==> config.mk <==
export PLATFORM = sky130hd
export DESIGN_NAME = dec_addsub
export DESIGN_NICKNAME = d
export VERILOG_FILES = /design/src/rtl/dec_addsub_pkg.sv /design/src/rtl/dec_digit_pre.sv /design/src/rtl/dec_carry_net.sv /design/src/rtl/dec_digit_sel.sv /design/src/rtl/dec_addsub.sv
export SDC_FILE = /design/constraint.sdc
export NUM_CORES = 1
export LEC_CHECK = 0
export BUFFER_PORTS_ARGS = -buffer_cell sky130_fd_sc_hd__buf_2
export CORE_UTILIZATION = 50
export CTS_CLUSTER_SIZE = 40
export DETAILED_ROUTE_END_ITERATION = 6
export GPL_TIMING_DRIVEN = 0
export PLACE_DENSITY = 0.72
export SYNTH_ARGS = -nofsm -noshare
export SYNTH_HDL_FRONTEND = slang
export SYNTH_SLANG_ARGS = --single-unit
==> constraint.sdc <==
create_clock -name clk -period 11.9 [get_ports clk]
set_clock_uncertainty 0.2 [all_clocks]
set_input_delay 1.19 -clock clk [delete_from_list [all_inputs] [get_ports clk]]
set_output_delay 1.19 -clock clk [all_outputs]
set_load 0.02 [all_outputs]
==> src/rtl/dec_addsub_pkg.sv <==
package dec_addsub_pkg;
   localparam int unsigned NIB_W = 4;
   localparam int unsigned OP_W  = 2;

   typedef enum logic [OP_W-1:0] {
      OP_ADD  = 2'd0,
      OP_SUB  = 2'd1,
      OP_CMP  = 2'd2,
      OP_CMP2 = 2'd3
   } dec_op_e;

   localparam int unsigned CARRY_RIPPLE = 0;
   localparam int unsigned CARRY_PREFIX = 1;
endpackage

==> src/rtl/dec_digit_pre.sv <==
module dec_digit_pre
   import dec_addsub_pkg::*;
(
   input  logic [NIB_W-1:0] a_d,
   input  logic [NIB_W-1:0] b_d,
   input  logic             sub,
   output logic [NIB_W-1:0] s0,
   output logic [NIB_W-1:0] s1,
   output logic [NIB_W-1:0] s0_fix,
   output logic [NIB_W-1:0] s1_fix,
   output logic             gen,
   output logic             prop
);
   localparam logic [NIB_W-1:0] FIX_ADD = NIB_W'(6);
   localparam logic [NIB_W-1:0] FIX_SUB = NIB_W'(10);   // -6 modulo 16

   logic [NIB_W-1:0] bx;
   logic [NIB_W:0]   sum0;
   logic [NIB_W:0]   sum1;
   logic [NIB_W-1:0] fix;

   always_comb begin
      bx   = sub ? ~b_d : b_d;
      sum0 = {1'b0, a_d} + {1'b0, bx};
      sum1 = sum0 + (NIB_W+1)'(1);
      fix  = sub ? FIX_SUB : FIX_ADD;
      s0     = sum0[NIB_W-1:0];
      s1     = sum1[NIB_W-1:0];
      s0_fix = sum0[NIB_W-1:0] + fix;
      s1_fix = sum1[NIB_W-1:0] + fix;
      if (sub) begin
         gen  = sum0[NIB_W];
         prop = sum1[NIB_W];
      end else begin
         gen  = (sum0 > (NIB_W+1)'(9));
         prop = (sum1 > (NIB_W+1)'(9));
      end
   end
endmodule

==> src/rtl/dec_carry_net.sv <==
module dec_carry_net
   import dec_addsub_pkg::*;
#(
   parameter int unsigned DIGITS = 16,
   parameter int unsigned STYLE  = CARRY_PREFIX
) (
   input  logic [DIGITS-1:0] gen,
   input  logic [DIGITS-1:0] prop,
   input  logic              cin,
   output logic [DIGITS:0]   carry
);
   localparam int unsigned LEVELS = (DIGITS > 1) ? $clog2(DIGITS) : 1;

   if (DIGITS < 1) begin : g_bad_digits
      $error("dec_carry_net: DIGITS must be at least 1");
   end
   if (STYLE > CARRY_PREFIX) begin : g_bad_style
      $error("dec_carry_net: unknown STYLE");
   end

   if (STYLE == CARRY_RIPPLE) begin : g_ripple
      always_comb begin
         carry[0] = cin;
         for (int i = 0; i < int'(DIGITS); i++) begin
            carry[i+1] = gen[i] | (prop[i] & carry[i]);
         end
      end
   end else begin : g_prefix
      always_comb begin
         logic [DIGITS-1:0] gv;
         logic [DIGITS-1:0] pv;
         logic [DIGITS-1:0] ng;
         logic [DIGITS-1:0] np;
         gv = gen;
         pv = prop;
         gv[0] = gen[0] | (prop[0] & cin);
         for (int lv = 0; lv < int'(LEVELS); lv++) begin
            ng = gv;
            np = pv;
            for (int i = 0; i < int'(DIGITS); i++) begin
               if (((i >> lv) & 1) == 1) begin
                  int j;
                  j = ((i >> lv) << lv) - 1;
                  ng[i] = gv[i] | (pv[i] & gv[j]);
                  np[i] = pv[i] & pv[j];
               end
            end
            gv = ng;
            pv = np;
         end
         carry = {gv, cin};
      end
   end
endmodule

==> src/rtl/dec_digit_sel.sv <==
module dec_digit_sel
   import dec_addsub_pkg::*;
(
   input  logic [NIB_W-1:0] s0,
   input  logic [NIB_W-1:0] s1,
   input  logic [NIB_W-1:0] s0_fix,
   input  logic [NIB_W-1:0] s1_fix,
   input  logic             sub,
   input  logic             cin,
   input  logic             cout,
   output logic [NIB_W-1:0] digit
);
   logic use_fix;

   always_comb begin
      // add corrects when the digit carries, subtract when it does not
      use_fix = sub ? ~cout : cout;
      unique case ({cin, use_fix})
         2'b00:   digit = s0;
         2'b01:   digit = s0_fix;
         2'b10:   digit = s1;
         default: digit = s1_fix;
      endcase
   end
endmodule

==> src/rtl/dec_addsub.sv <==
module dec_addsub
   import dec_addsub_pkg::*;
#(
   parameter int unsigned DIGITS      = 16,
   parameter int unsigned CARRY_STYLE = CARRY_PREFIX,
   localparam int unsigned W          = DIGITS * NIB_W
) (
   input  logic            clk,
   input  logic            rst_n,
   input  logic            in_valid,
   input  logic [OP_W-1:0] op_i,
   input  logic [W-1:0]    a_i,
   input  logic [W-1:0]    b_i,
   output logic            out_valid,
   output logic [W-1:0]    res_q,
   output logic            carry_q,
   output logic            cmp_eq,
   output logic            cmp_lt,
   output logic            cmp_gt,
   output logic            bad_digit
);
   if (DIGITS < 1) begin : g_bad_digits
      $error("dec_addsub: DIGITS must be at least 1");
   end

   logic              sub_mode;
   logic              cmp_mode;
   logic [DIGITS-1:0] gen;
   logic [DIGITS-1:0] prop;
   logic [DIGITS:0]   carry;
   logic [W-1:0]      sum_w;
   logic              any_bad;
   logic              is_zero;

   assign cmp_mode = op_i[1];
   assign sub_mode = op_i[0] | op_i[1];

   for (genvar d = 0; d < int'(DIGITS); d++) begin : g_digit
      logic [NIB_W-1:0] s0, s1, s0f, s1f;

      dec_digit_pre u_pre (
         .a_d    (a_i[d*NIB_W +: NIB_W]),
         .b_d    (b_i[d*NIB_W +: NIB_W]),
         .sub    (sub_mode),
         .s0     (s0),
         .s1     (s1),
         .s0_fix (s0f),
         .s1_fix (s1f),
         .gen    (gen[d]),
         .prop   (prop[d])
      );

      dec_digit_sel u_sel (
         .s0     (s0),
         .s1     (s1),
         .s0_fix (s0f),
         .s1_fix (s1f),
         .sub    (sub_mode),
         .cin    (carry[d]),
         .cout   (carry[d+1]),
         .digit  (sum_w[d*NIB_W +: NIB_W])
      );
   end

   dec_carry_net #(
      .DIGITS (DIGITS),
      .STYLE  (CARRY_STYLE)
   ) u_net (
      .gen   (gen),
      .prop  (prop),
      .cin   (sub_mode),
      .carry (carry)
   );

   always_comb begin
      any_bad = 1'b0;
      for (int d = 0; d < int'(DIGITS); d++) begin
         if (a_i[d*NIB_W +: NIB_W] > NIB_W'(9)) any_bad = 1'b1;
         if (b_i[d*NIB_W +: NIB_W] > NIB_W'(9)) any_bad = 1'b1;
      end
      is_zero = (sum_w == '0);
   end

   always_ff @(posedge clk) begin
      if (!rst_n) begin
         out_valid <= 1'b0;
         res_q     <= '0;
         carry_q   <= 1'b0;
         cmp_eq    <= 1'b0;
         cmp_lt    <= 1'b0;
         cmp_gt    <= 1'b0;
         bad_digit <= 1'b0;
      end else begin
         out_valid <= in_valid;
         if (in_valid) begin
            bad_digit <= any_bad;
            if (cmp_mode) begin
               cmp_eq <= is_zero;
               cmp_lt <= ~carry[DIGITS];
               cmp_gt <= carry[DIGITS] & ~is_zero;
            end else begin
               res_q   <= sum_w;
               carry_q <= carry[DIGITS];
            end
         end
      end
   end

   // Assertions

   always_comb begin
      if (rst_n && in_valid && !any_bad) begin
         for (int d = 0; d < int'(DIGITS); d++) begin
            p_digit_range_r9: assert (sum_w[d*NIB_W +: NIB_W] <= NIB_W'(9))
               else $error("result nibble %0d out of range", d);
         end
      end
   end

   p_valid_follows_r1: assert property (@(posedge clk) disable iff (!rst_n)
      in_valid |=> out_valid);

   p_idle_no_valid_r1: assert property (@(posedge clk) disable iff (!rst_n)
      !in_valid |=> !out_valid);

   p_cmp_onehot_r4: assert property (@(posedge clk) disable iff (!rst_n)
      $onehot0({cmp_eq, cmp_lt, cmp_gt}));

   p_cmp_keeps_res_r4: assert property (@(posedge clk) disable iff (!rst_n)
      (in_valid && op_i[1]) |=> ($stable(res_q) && $stable(carry_q)));

   p_arith_keeps_flags_r6: assert property (@(posedge clk) disable iff (!rst_n)
      (in_valid && !op_i[1]) |=> $stable({cmp_eq, cmp_lt, cmp_gt}));

   p_idle_hold_r8: assert property (@(posedge clk) disable iff (!rst_n)
      !in_valid |=> ($stable(res_q) && $stable(carry_q) && $stable(bad_digit)
                     && $stable({cmp_eq, cmp_lt, cmp_gt})));
endmodule

==> flow_summary.toml <==
[run_status]
status = "finished, final reports clean"

[layout]
layout-drive-gt1-share = 0.178
diodes = 0
stdcell_count = 2091
fillers = 2208
layout.nets = 2046
final_core_util = 0.586
area_delta_synth_final_pct = 14.9

[cts]
numCtsBuffers = 9
h-tree-depth = 3
root_buffer = "clkbuf_16"
clkSlewWorstSetupHoldPaths_ns = 0.06
clock_path_buffers = 2
clk_latency_ns = 0.33
cts_tree = "yes"
postCtsHoldBufs = 0
clock-sinks = 70
cts_setup_buffers = 0

[critical_path]
cp-start-kind = "input pin"
cp_common_cell = "buf_2"
worstRegToRegCells = 3
worst-path-max-fanout = 19
critPathTopFamily = "buffers and inverters"
path_depth = 38
crit_slowest_cell = "fa_1"
max_stage_delay_ns = 0.69
timing.critical_path.buf_inv = 11
crit_required_ns = 11.98
path_class = "in -> reg"
worst_setup_path_end_kind = "flip-flop"
worstPathArrival_ns = 11.37

[routing]
wl_microns = 39600
ant_nets = 0
wl_per_cell_microns = 18.9
route.detailed.drc = 0
route.vias.total = 12600
viasPerCell = 6.00
drt_pass1_iterations = 5
drt_iter0_drc = 1168

[floorplanning]
dieHeight_microns = 157
ios = 203
dieArea_sq_um = 24600
initial_core_util = 0.510
die_w_microns = 157
core_area_sq_um = 23500
rows = 56

[global_route]
antenna_found_initial = 0
grt_max_degree = 19
first_global_vias = 11500
grt_usage = 0.319
grt_pass1_wl_microns = 60600
grt-ovfl-total = 0

[timing]
final.setup.worst_slack_ns = 0.604
max_freq_mhz = 88.5
final_hold_viol_count = 0
worstMarginPinSlew_ns = 1.32
finalSetupViolations = 0
rsz0062_at_grt = "no"
finalMaxSlewViolations = 0
fin_crit_sh = 0.949
fin_crit_ns = 11.30
timing.slew.headroom = 0.117

[placed_design]
gp_congestion = 0.985
numPortBuffers = 202
place_hpwl_microns = 32500
place_inst = 2076
pre_cts_ws_ns = -0.719

[synthesis]
ys.flop_type = "dfxtp_1"
ys_top_cells_by_area = "xnor2_1 (13%), ha_1 (12%), dfxtp_1 (12%)"
yosysWarnings = 0
synthCells = 1553
synth-async-reset-ratio = 0
synth_cell_types = 109
syn_nets = 1832
syn_area_sq_um = 12000
synth_edf_count = 0
synth-seq-area-share = 0.117
post-synth-top-area-cell = "xnor2_1"
ys_ff_latch = 70
syn_area_per_cell_sq_um = 7.71
synth.top_cell.area_share = 0.130

[power_and_ir_drop]
power_density_nw_per_um2 = 162
power.total_w = 0.00222
worst_ir_drop_vdd_v = 0.000103
leakage_nw = 5.88

[job]
cap_viol_max_count = 0

[worst_hold_path]
whs_path_depth = 2
min_path_type = "reg -> reg"
[final cells by class]
class / count / area, sq um / share of cell area
inverter: 110 / 418 / 0.0304
multi-input combinational: 1326 / 9950 / 0.723
tap: 319 / 399 / 0.0290
clock inverter: 6 / 93.8 / 0.00682
buffer: 46 / 211 / 0.0154
clock buffer: 10 / 239 / 0.0174
timing repair buffer: 204 / 1050 / 0.0760
sequential: 70 / 1400 / 0.102
[per-layer routing]
layer | global-route usage | share of wire | routed length (microns) | vias to the layer above
li1 | - | - | - | 5996
met1 | 0.414 | 0.43 | 17000 | 5886
met2 | 0.520 | 0.44 | 17400 | 582
met3 | 0.0570 | 0.087 | 3440 | 92
met4 | 0.130 | 0.042 | 1680 | 0
met5 | 0 | 0 | 0 | -
[registers in the layout, indices dropped and copies added (netlist names)]
| name | count |
|---|---|
| cmp_eq | 1 |
| cmp_lt | 1 |
| out_valid | 1 |
| res_q | 64 |
| bad_digit | 1 |
| cmp_gt | 1 |
| carry_q | 1 |
[per-stage QoR]
stage               hold slack, ns  setup TNS, ns  cell area (sq um)
floorplan                    0.330              0              12000
global placement             0.240          -1.90              13400
detailed placement           0.247          -1.66              13400
CTS                          0.256              0              13800
global route                 0.272              0              13800
finish                       0.254              0              13800
[tightest hold or removal path: cells and delay by family (launching register included)]
| kind | cells | cell delay (ns) |
|---|---|---|
| and+or+nand+nor | 1 | 0.05 |
| DFF | 1 | 0.31 |
| AOI/OAI and AO/OA | 1 | 0.05 |
[cell usage after synthesis, drive strengths merged (12+ instances only)]
cell type,n
a31oi,12
and3,13
nor2,132
xor2,26
mux2i,27
o21ai,121
nand2b,29
and2,17
dfxtp,70
clkbuf,28
xnor2,184
o211ai,17
or3,18
nand2,116
fa,32
a211oi,40
nor2b,21
buf,19
inv,109
a21o,19
nor4,15
or2,18
o22ai,15
ha,114
a211o,15
a21oi,107
nor3,34
nand4,18
nand3,22
o21a,13
[worst paths after layout]
kind,slack [ns],start,end
worst max-delay path,0.60,op_i[1],cmp_eq
worst max register to register,10.82,cmp_gt,cmp_gt
worst min register to register,0.25,res_q[48],res_q[48]
worst min-delay path,0.25,res_q[48],res_q[48]
[power by group]
part,internal [W],total [W],switching (W)
Combinational,0.000642,0.00163,0.000988
Clock,0.000191,0.000300,0.000109
Sequential,0.000268,0.000293,0.0000247
[what timing repair did]
item                                    in CTS  in global routing
resized for setup                            6                  1
pin swaps                                    0                  0
endpoints found under the setup margin       2                  3
[cells by family after synthesis]
family	Yosys count	share of synthesized area
flip-flops	70	0.117
XOR/XNOR	210	0.160
multiplexers	32	0.0282
adder cells (fa/ha/maj)	146	0.173
AO/OA/AOI/OAI	449	0.256
buffers and inverters	157	0.0516
AND/OR/NAND/NOR	489	0.214
[layout by cell type, fill, tap and decap left out, types with 7 or more instances in the layout]
cell / n
o21a_1: 13
or2_1: 7
a21o_1: 18
ha_1: 114
and3_1: 12
buf_2: 212
nand2_1: 113
o21ai_1: 10
nand4b_1: 7
or2_2: 11
o21ai_0: 108
nor2_1: 129
nor3_1: 33
a211o_1: 15
o22ai_1: 15
xor2_1: 22
inv_1: 108
nand4_1: 18
nor4_1: 11
dfxtp_1: 70
o211ai_1: 13
a31oi_1: 12
nand2b_1: 29
xnor2_1: 178
mux2i_1: 27
clkbuf_16: 9
nor2b_1: 21
a211oi_1: 36
or3_1: 16
clkbuf_1: 23
a21oi_1: 105
fa_1: 32
nand3_1: 21
a2111o_1: 8
and2_1: 16
No activity file was read; power rests on OpenSTA's default activity.
